===== config.mk =====
export PLATFORM = sky130hd
export DESIGN_NAME = usb_ep_ctl_bank
export DESIGN_NICKNAME = d
export VERILOG_FILES = /design/src/rtl/usb_epc_pkg.sv /design/src/rtl/usb_epc_sel.sv /design/src/rtl/usb_epc_frst.sv /design/src/rtl/usb_epc_slice.sv /design/src/rtl/usb_ep_ctl_bank.sv
export SDC_FILE = /design/constraint.sdc
export NUM_CORES = 1
export LEC_CHECK = 0
export BUFFER_PORTS_ARGS = -buffer_cell sky130_fd_sc_hd__buf_2
export CORE_MARGIN = 10
export CORE_UTILIZATION = 44
export CTS_CLUSTER_DIAMETER = 30
export DETAILED_ROUTE_END_ITERATION = 10
export PLACE_DENSITY = 0.76
export SLEW_MARGIN = 20
export SYNTH_ARGS = -nofsm -noshare
export SYNTH_HDL_FRONTEND = slang
export SYNTH_SLANG_ARGS = --single-unit

===== constraint.sdc =====
create_clock -name clk -period 2.16 [get_ports clk]
set_clock_uncertainty 0.2 [all_clocks]
set_input_delay 0.648 -clock clk [delete_from_list [all_inputs] [get_ports clk]]
set_output_delay 0.648 -clock clk [all_outputs]
set_load 0.1 [all_outputs]

===== src/rtl/usb_epc_pkg.sv =====
package usb_epc_pkg;

  localparam int DATA_W = 8;
  localparam int ADDR_W = 2;

  typedef enum logic [ADDR_W-1:0] {
    REG_SEL  = 2'd0,
    REG_CTL  = 2'd1,
    REG_FRST = 2'd2,
    REG_NONE = 2'd3
  } reg_addr_e;

  localparam int CTL_EN_BIT    = 0;
  localparam int CTL_TGL_BIT   = 3;
  localparam int CTL_STCLR_BIT = 4;
  localparam int CTL_STREQ_BIT = 5;

  // Read image of the control register: only the two live levels appear.
  function automatic logic [DATA_W-1:0] ctl_pack(input logic en, input logic stall);
    logic [DATA_W-1:0] r;
    r = '0;
    r[CTL_EN_BIT]    = en;
    r[CTL_STREQ_BIT] = stall;
    return r;
  endfunction

  // Next pending-STALL state: a clear source always outranks a set.
  function automatic logic stall_next(input logic cur, input logic set, input logic clr);
    if (clr) return 1'b0;
    if (set) return 1'b1;
    return cur;
  endfunction

endpackage


===== src/rtl/usb_epc_sel.sv =====
module usb_epc_sel #(
  parameter int SEL_W = 3
) (
  input  logic             clk,
  input  logic             rst_n,
  input  logic             wr_en,
  input  logic [SEL_W-1:0] wdata,
  output logic [SEL_W-1:0] sel_q
);

  always_ff @(posedge clk or negedge rst_n) begin
    if (!rst_n)     sel_q <= '0;
    else if (wr_en) sel_q <= wdata;
  end

endmodule


===== src/rtl/usb_epc_frst.sv =====
module usb_epc_frst #(
  parameter int RST_EP = 5
) (
  input  logic              clk,
  input  logic              rst_n,
  input  logic              wr_en,
  input  logic [RST_EP-1:0] wdata,
  output logic [RST_EP-1:0] rst_q
);

  always_ff @(posedge clk or negedge rst_n) begin
    if (!rst_n)     rst_q <= '0;
    else if (wr_en) rst_q <= wdata;
  end

endmodule


===== src/rtl/usb_epc_slice.sv =====
module usb_epc_slice
  import usb_epc_pkg::*;
(
  input  logic              clk,
  input  logic              rst_n,
  input  logic              wr_hit,
  input  logic [DATA_W-1:0] wdata,
  input  logic              hw_clr,
  output logic              en_q,
  output logic              stall_q,
  output logic              tgl_q
);

  logic stall_arm;
  logic stall_drop;

  assign stall_arm  = wr_hit & wdata[CTL_STREQ_BIT];
  assign stall_drop = hw_clr | (wr_hit & wdata[CTL_STCLR_BIT]);

  always_ff @(posedge clk or negedge rst_n) begin
    if (!rst_n) begin
      en_q    <= 1'b0;
      stall_q <= 1'b0;
      tgl_q   <= 1'b0;
    end else begin
      if (wr_hit) en_q <= wdata[CTL_EN_BIT];
      stall_q <= stall_next(stall_q, stall_arm, stall_drop);
      tgl_q   <= wr_hit & wdata[CTL_TGL_BIT];
    end
  end

endmodule


===== src/rtl/usb_ep_ctl_bank.sv =====
module usb_ep_ctl_bank
  import usb_epc_pkg::*;
#(
  parameter int NUM_EP = 7,
  parameter int RST_EP = 5,
  parameter int SEL_W  = 3
) (
  input  logic              clk,
  input  logic              rst_n,
  input  logic [1:0]        bus_addr,
  input  logic              bus_we,
  input  logic [7:0]        bus_wdata,
  output logic [7:0]        bus_rdata,
  input  logic [NUM_EP-1:0] evt_stall_sent,
  input  logic [NUM_EP-1:0] evt_setup_rx,
  output logic [NUM_EP-1:0] ep_enable,
  output logic [NUM_EP-1:0] ep_stall_req,
  output logic [NUM_EP-1:0] ep_toggle_rst,
  output logic [NUM_EP-1:0] ep_fifo_rst
);

  localparam int SLOTS = 1 << SEL_W;

  logic              wr_sel;
  logic              wr_ctl;
  logic              wr_frst;
  logic [SEL_W-1:0]  sel_q;
  logic              sel_valid;
  logic [NUM_EP-1:0] hw_clr;
  logic [NUM_EP-1:0] ctl_hit;
  logic [RST_EP-1:0] frst_q;
  logic [SLOTS-1:0]  en_slot;
  logic [SLOTS-1:0]  stall_slot;

  assign wr_sel    = bus_we && (bus_addr == REG_SEL);
  assign wr_ctl    = bus_we && (bus_addr == REG_CTL);
  assign wr_frst   = bus_we && (bus_addr == REG_FRST);
  assign sel_valid = (int'(sel_q) < NUM_EP);
  assign hw_clr    = evt_stall_sent | evt_setup_rx;

  usb_epc_sel #(.SEL_W(SEL_W)) u_sel (
    .clk   (clk),
    .rst_n (rst_n),
    .wr_en (wr_sel),
    .wdata (bus_wdata[SEL_W-1:0]),
    .sel_q (sel_q)
  );

  usb_epc_frst #(.RST_EP(RST_EP)) u_frst (
    .clk   (clk),
    .rst_n (rst_n),
    .wr_en (wr_frst),
    .wdata (bus_wdata[RST_EP-1:0]),
    .rst_q (frst_q)
  );

  for (genvar i = 0; i < NUM_EP; i++) begin : g_ep
    assign ctl_hit[i] = wr_ctl && (sel_q == SEL_W'(i));
    usb_epc_slice u_slice (
      .clk     (clk),
      .rst_n   (rst_n),
      .wr_hit  (ctl_hit[i]),
      .wdata   (bus_wdata),
      .hw_clr  (hw_clr[i]),
      .en_q    (ep_enable[i]),
      .stall_q (ep_stall_req[i]),
      .tgl_q   (ep_toggle_rst[i])
    );
  end

  // Pad the per-endpoint levels out to every index value.
  if (SLOTS > NUM_EP) begin : g_pad
    assign en_slot    = {{(SLOTS-NUM_EP){1'b0}}, ep_enable};
    assign stall_slot = {{(SLOTS-NUM_EP){1'b0}}, ep_stall_req};
  end else begin : g_nopad
    assign en_slot    = ep_enable[SLOTS-1:0];
    assign stall_slot = ep_stall_req[SLOTS-1:0];
  end

  if (NUM_EP > RST_EP) begin : g_frst_pad
    assign ep_fifo_rst = {{(NUM_EP-RST_EP){1'b0}}, frst_q};
  end else begin : g_frst_full
    assign ep_fifo_rst = frst_q[NUM_EP-1:0];
  end

  always_comb begin
    bus_rdata = '0;
    unique case (bus_addr)
      REG_SEL:  bus_rdata[SEL_W-1:0] = sel_q;
      REG_CTL:  if (sel_valid) bus_rdata = ctl_pack(en_slot[sel_q], stall_slot[sel_q]);
      REG_FRST: bus_rdata[RST_EP-1:0] = frst_q;
      default:  bus_rdata = '0;
    endcase
  end

endmodule


==> results of run 1 <==
worst register-to-register path: stages, from the launching register on:
cell	delay (ns)
dfrtp_2	0.44
buf_6	0.15
buf_6	0.12
buf_6	0.12
nor4bb_4	0.33
buf_4	0.21
and3_4	0.20
mux2_4	0.29
placed cells by master (no fill, tap or decap), drive strengths merged:
cell,n
a2111oi,7
a22oi,1
a311oi,1
a31oi,6
a32o,1
a41oi,1
and2,9
and3,7
and4b,1
buf,88
clkbuf,8
conb,4
dfrtp,29
inv,1
mux2,16
mux2i,6
mux4,1
nand2,1
nand3b,2
nor2,3
nor2b,3
nor3b,1
nor4bb,1
o211a,1
o211ai,2
synthesized netlist by cell type, types with 2 or more instances:
| library cell | n |
|---|---|
| and3_1 | 7 |
| nor2_1 | 3 |
| o211ai_1 | 2 |
| a2111oi_2 | 6 |
| mux2i_1 | 6 |
| a31oi_1 | 6 |
| buf_6 | 2 |
| nor2b_1 | 3 |
| and2_1 | 9 |
| dfrtp_1 | 29 |
| mux2_2 | 16 |
| buf_2 | 4 |
| buf_4 | 25 |
| nand3b_1 | 2 |
per-layer routing:
metal	vias up	wire length, um	track usage (%)
met1	645	1795	14.37
met3	16	275	5.519
met2	44	2631	26.62
met4	0	197	9.689
li1	593	-	-
met5	-	0	0
repair_timing:
| action | 4_1_cts | 5_1_grt |
|---|---|---|
| gates resized for setup | 16 | 21 |
| endpoints found under the setup margin | 6 | 16 |
| pin swaps | 4 | 11 |
| buffers inserted | 4 | 3 |
cell families (layout without fill, tap and decap cells):
group / count (synthesis) / after routing
multiplexers: 23 / 23
AO/OA/AOI/OAI: 20 / 20
other: 1 / 4
flip-flops: 29 / 29
AND/OR/NAND/NOR: 28 / 28
buffers and inverters: 32 / 97
where the power goes:
group,switching (uW),internal [uW]
Clock,194,228
Sequential,103,632
Combinational,912,375
Total,1210,1230
flip-flops by register name, indices dropped and copies added, names as in the netlist:
register,count
g_ep.u_slice.stall_q,7
g_ep.u_slice.tgl_q,7
g_ep.u_slice.en_q,7
u_frst.rst_q,5
u_sel.sel_q,3
final timing paths:
path | to
worst max-delay path | bus_rdata[5]
worst min-delay path | g_ep[1].u_slice.en_q$_DFFE_PN0N_
worst max register to register | g_ep[6].u_slice.en_q$_DFFE_PN0N_
worst min register to register | u_frst.rst_q[3]$_DFFE_PN0P_
max in group asynchronous | u_frst.rst_q[2]$_DFFE_PN0P_
min in group clk | g_ep[4].u_slice.stall_q$_DFFE_PN0P_
final cells by class:
type,instances,share of cell area (%)
inverter,1,0.1558
tap,48,2.494
clock buffer,8,3.325
timing repair buffer,88,28.00
sequential,29,30.55
multi-input combinational,75,35.48
stage by stage:
stage	setup slack [ns]	instances	TNS [ns]	area, um^2	hold WS [ns]
final	-0.4047	249	-0.9835	2409	0.1793
after global routing	-0.4852	249	-1.322	2409	0.2163
after CTS	-0.3907	247	-0.8820	2316	0.1978
after detailed placement	-0.2846	235	-1.779	2125	0.3190
after global placement	-0.2572	235	-1.385	2125	0.3097
after floorplan	-0.1293	136	-0.4430	1744	0.1524
==> flow_summary.yaml, run 1 <==
job:
  maxCapViolCount: 0
floorplan:
  start_util_pct: 45.45
  rows: 22
  die_area_um2: 6604
  coreArea_um2: 3633
  io-pin-count: 63
  die-width_um: 81.27
  die_h_um: 81.27
routing:
  drc: 0
  vias: 1298
  drt-total-wl_um: 4899
  first_pass_iters: 4
  viasPerCell: 5.213
  wl_per_cell_um: 19.67
  antenna_left: 0
  dr.first_iter.drc_count: 109
critical_path:
  cp-start-kind: "flop"
  rr_startpoint: "u_sel.sel_q[0]$_DFFE_PN0P_"
  cp_top_family: "compound AO/OA/AOI/OAI gates"
  r2r_cells: 7
  ff2ff_setup_slack_ns: -0.01
  crit_top_cell: "buf_6"
  critPathArrivalTime_ns: 1.72
  critPathLaunch: "u_sel.sel_q[0]$_DFFE_PN0P_"
  path_cells: "buf_6, buf_6, mux2i_1, o211ai_1, o211a_4, buf_12"
  end_kind: "primary output"
  slowest_stage: "dfrtp_2"
  critical_path_depth: 6
  cpPeakStageDelay_ns: 0.44
  crit_fanout: 5
  cp.buffers_inverters: 3
  worstPathRequired_ns: 1.31
  path_class: "reg -> out"
logic_synthesis:
  synth_top_area_share_pct: 43.94
  ys_types: 27
  synth-simple-area-share_pct: 11.59
  syn_avg_cell_area_um2: 12.42
  synth_top_family_by_area: "multiplexers"
  netlist_area_um2: 1652
  yosysTopAreaCell: "dfrtp_1"
  ys_seq_area_share_pct: 43.94
  synth_warnings: 0
  synth-edff-count: 0
  synth_compound_area_share_pct: 14.17
  synth_mux_area_share_pct: 15.91
  synth_ff_type: "dfrtp_1"
  yosys.area_share.adder_pct: 0
  ys_ff_latch: 29
  synth_area_leaders: "dfrtp_1 44%, buf_4 11%, mux2_2 11%"
  synthArstFlopShare_pct: 100.0
  synthXorXnorAreaFrac_pct: 0
  syn_inst: 133
grt:
  grt_pass1_wl_um: 7396
  grt_max_degree: 30
  grt_pass1_vias: 1459
  grt_antenna_before_repair: 0
  gr-usage-all-layers_pct: 15.03
  grt-ovfl-total: 0
timing:
  fin_ws_ns: -0.4047
  min_period_ns: 2.565
  period_share_pct: 118.7
  relSlewSlack_pct: 57.47
  hold_viol_final: 0
  setup_viol: 7
  maxSlewViolCount: 0
  fmax_mhz: 389.9
  worstMarginPinSlew_ns: 0.6380
  rsz0062_at_grt: "true"
power_and_ir_drop:
  leakagePower_uw: 0.001153
  total_power_uw: 2444
  power-per-cell-area_nw_per_um2: 1015
  ir_drop_mv: 0.7184
hold_path:
  worstHoldPathType: "in -> async"
clock_tree:
  cts_buffer_depth: 2
  cts_sinks: 29
  cts_tree: "done"
  ctsHoldBuffers: 0
  htree_levels: 2
  clk_pin_slew_ns: 0.06
  root_buffer: "clkbuf_8"
  cts_buffers: 5
  clkLatencyLatePin_ns: 0.29
cells_and_area:
  fillCellCount: 257
  area_delta_synth_final_pct: 45.83
  seq_area_um2: 735.7
  antenna_cells: 0
  utilization_pct: 66.29
  layout-drive-gt1-share_pct: 73.13
  fin_nets: 227
  multi_input_area_um2: 854.6
placement:
  place.port_buffers: 56
  dp_hpwl_um: 3356
  place_congestion: 0.8696
run_status:
  status: "finished with violations"
  failed_checks: "negative setup slack"
(Power assumes the default switching activity.)
==> run 2: changes to the inputs <==
--- a/config.mk
+++ b/config.mk
@@ -5,11 +5,12 @@
 export SDC_FILE = /design/constraint.sdc
 export NUM_CORES = 1
 export LEC_CHECK = 0
+export ABC_AREA = 1
 export BUFFER_PORTS_ARGS = -buffer_cell sky130_fd_sc_hd__buf_2
-export CORE_MARGIN = 10
 export CORE_UTILIZATION = 44
 export CTS_CLUSTER_DIAMETER = 30
 export DETAILED_ROUTE_END_ITERATION = 10
+export HOLD_SLACK_MARGIN = 0.1
 export PLACE_DENSITY = 0.76
 export SLEW_MARGIN = 20
 export SYNTH_ARGS = -nofsm -noshare
==> run 2 against run 1 <==
  * The flow still finishes with violations (negative setup slack)
  * Count of clock-buffer cells in the layout did not move
  * Fmax rose by 6.9%
  * Utilization fell by 2.0 points
  * Final area fell by 2.3%
  * Setup slack improved by 0.16 ns
  * Power fell by 6.8%
  * First-iteration DRC count fell by 53%
  * Sequential power fell by 4.5%
  * Critical path type unchanged
==> flow_summary.yaml, run 2 <==
routing:
  drt-total-wl_um: 3865
  wl_per_cell_um: 11.97
  vias: 1514
  drc: 0
  viasPerCell: 4.687
  first_pass_iters: 4
  dr.first_iter.drc_count: 51
  antenna_left: 0
logic_synthesis:
  synthArstFlopShare_pct: 100.0
  synth_area_leaders: "dfrtp_1 43%, nand2_1 11%, buf_4 11%"
  syn_inst: 215
  synth_top_area_share_pct: 43.22
  netlist_area_um2: 1679
  synth_common_cells: "51 x nand2_1, 29 x dfrtp_1, 28 x nor2_1, 25 x buf_4, 16 x inv_1"
  synth_warnings: 0
  synth.most_common_cell: "nand2_1"
  ys_ff_latch: 29
  yosysTopAreaCell: "dfrtp_1"
  synth-edff-count: 0
  synth_ff_type: "dfrtp_1"
  ys_seq_area_share_pct: 43.22
  ys_types: 21
  syn_avg_cell_area_um2: 7.810
critical_path:
  cp-start-kind: "flop"
  path_class: "reg -> out"
  end_kind: "primary output"
  ff2ff_setup_slack_ns: 0.55
  crit_fanout: 4
  worstPathRequired_ns: 1.31
  critPathArrivalTime_ns: 1.55
cells_and_area:
  area_delta_synth_final_pct: 40.16
  fin_area_um2: 2354
  antenna_cells: 0
  final_common_cell: "buf_2"
  layout-drive-gt1-share_pct: 49.45
  fin_nets: 301
  reg.largest.list: "g_ep.u_slice.en_q x7, g_ep.u_slice.stall_q x7, g_ep.u_slice.tgl_q x7"
  layout_common_cells: "48 x buf_2, 44 x nand2_1, 23 x dfrtp_1"
  fillCellCount: 293
  stdcell_count: 323
clock_tree:
  cts_buffer_depth: 2
  cts_buffers: 5
  root_buffer: "clkbuf_8"
  cts_sinks: 29
  htree_levels: 2
  clkLatencyLatePin_ns: 0.29
  clk_pin_slew_ns: 0.06
  cts_tree: "done"
hold_path:
  worstHoldPathType: "in -> async"
power_and_ir_drop:
  p_int_uw: 1152
  power-per-cell-area_nw_per_um2: 967.6
  ir_drop_mv: 0.5151
  clkPwrFrac_pct: 20.0
  p_sw_share_pct: 49.41
  leakagePower_uw: 0.001181
  pwr-share-seq_pct: 30.8
  power.switching_uw: 1125
  power.share.combinational_pct: 49.2
floorplan:
  io-pin-count: 63
  die_area_um2: 4067
  die_h_um: 63.78
  start_util_pct: 45.86
  coreArea_um2: 3661
  rows: 22
  die-width_um: 63.78
placement:
  place.detailed.instances: 311
  place.port_buffers: 56
  dp_hpwl_um: 2787
  placed_area_um2: 2117
  post-place-ws_ns: -0.2351
  place_congestion: 0.8317
grt:
  grt_max_degree: 30
  grt_use_met2_pct: 34.97
  grt-ovfl-total: 0
  grt_pass1_vias: 1459
  grt-busiest-layer: "met2"
  grt_util_met3_pct: 5.357
  grt_pass1_wl_um: 6506
  grt_util_met1_pct: 25.98
  gr-usage-all-layers_pct: 21.80
  grt_antenna_before_repair: 0
timing:
  hold_viol_final: 0
  fmax_mhz: 416.6
  relSlewSlack_pct: 56.93
  fin_ws_ns: -0.2401
  setup_tns_ns: -0.5608
  period_share_pct: 111.1
  worstMarginPinSlew_ns: 0.6461
  setup_viol: 4
  rsz0062_at_grt: "true"
  maxSlewViolCount: 0
  min_period_ns: 2.400
run_status:
  status: "finished with violations"
  failed_checks: "negative setup slack"
job:
  maxCapViolCount: 0
## run 2: cell count changes after synthesis, sizes merged, moves of 7 or more
cell and change:
inv +22, mux2 -16, and3 -7, a2111oi -7, and2 -9, o21ai +18
nand2 +55, a21oi +10, nor2 +34, nand3 +10
## run 2: path summary, 6_finish.rpt
check | startpoint | to | depth (start not counted)
setup / recovery | u_sel.sel_q[0]$_DFFE_PN0P_ | bus_rdata[0] | 8
hold / removal | rst_n | g_ep[4].u_slice.en_q$_DFFE_PN0N_ | 1
hold reg to reg | u_frst.rst_q[4]$_DFFE_PN0P_ | u_frst.rst_q[4]$_DFFE_PN0P_ | 2
max in group asynchronous | rst_n | u_sel.sel_q[1]$_DFFE_PN0P_ | 1
setup reg to reg | u_sel.sel_q[0]$_DFFE_PN0P_ | g_ep[4].u_slice.stall_q$_DFFE_PN0P_ | 9
min in group clk | u_frst.rst_q[4]$_DFFE_PN0P_ | u_frst.rst_q[4]$_DFFE_PN0P_ | 2
## run 2: repair_timing
action	in CTS	in global routing
resized for setup	22	14
hold buffers	0	0
setup buffers	4	0
pin swaps	12	9
endpoints found under the setup margin	6	6
## run 2: cells by family after synthesis
kind of cell,share of synthesized area (%)
AND/OR/NAND/NOR,29.51
AO/OA/AOI/OAI,8.793
buffers and inverters,18.26
flip-flops,43.22
other,0.2233
## run 2: worst max-delay path, stage by stage, from the launching register on
cell and delay [ns]:
dfrtp_1 0.39, buf_6 0.15, nor2_4 0.04, buf_4 0.14
a21oi_2 0.12, nand3_2 0.10, nand2_4 0.10, nand2_8 0.05
buf_12 0.16
## run 2: power by group through the flow
stage | logic, uW | clock network, uW | registers, uW
3_3_place_gp | 1040 | 0 | 699
2_1_floorplan | 810 | 0 | 780
4_1_cts | 1100 | 465 | 696
6_report | 1120 | 455 | 702
3_5_place_dp | 1060 | 0 | 701
5_1_grt | 1170 | 494 | 709
## run 2: area by class of cell
type	instances	area (um^2)	share of cell area, %
tap	48	60.06	2.552
timing repair buffer	77	578.1	24.56
multi-input combinational	138	789.5	33.55
sequential	29	733.2	31.15
inverter	23	102.6	4.359
clock buffer	8	90.09	3.828
## run 2: metal layers
| layer | wire, um | share of wire (%) |
|---|---|---|
| met5 | 0 | 0 |
| met4 | 121 | 3.1 |
| met3 | 192 | 5.0 |
| met2 | 1870 | 48 |
| met1 | 1681 | 43 |
## run 2: through the flow
step	hold slack, ns	util, %	total power [uW]
global route	0.2279	64.29	2373
CTS	0.1986	63.06	2258
global placement	0.2868	57.83	1743
floorplan	0.1524	-	1590
finish	0.1820	64.29	2277
detailed placement	0.3010	57.83	1758
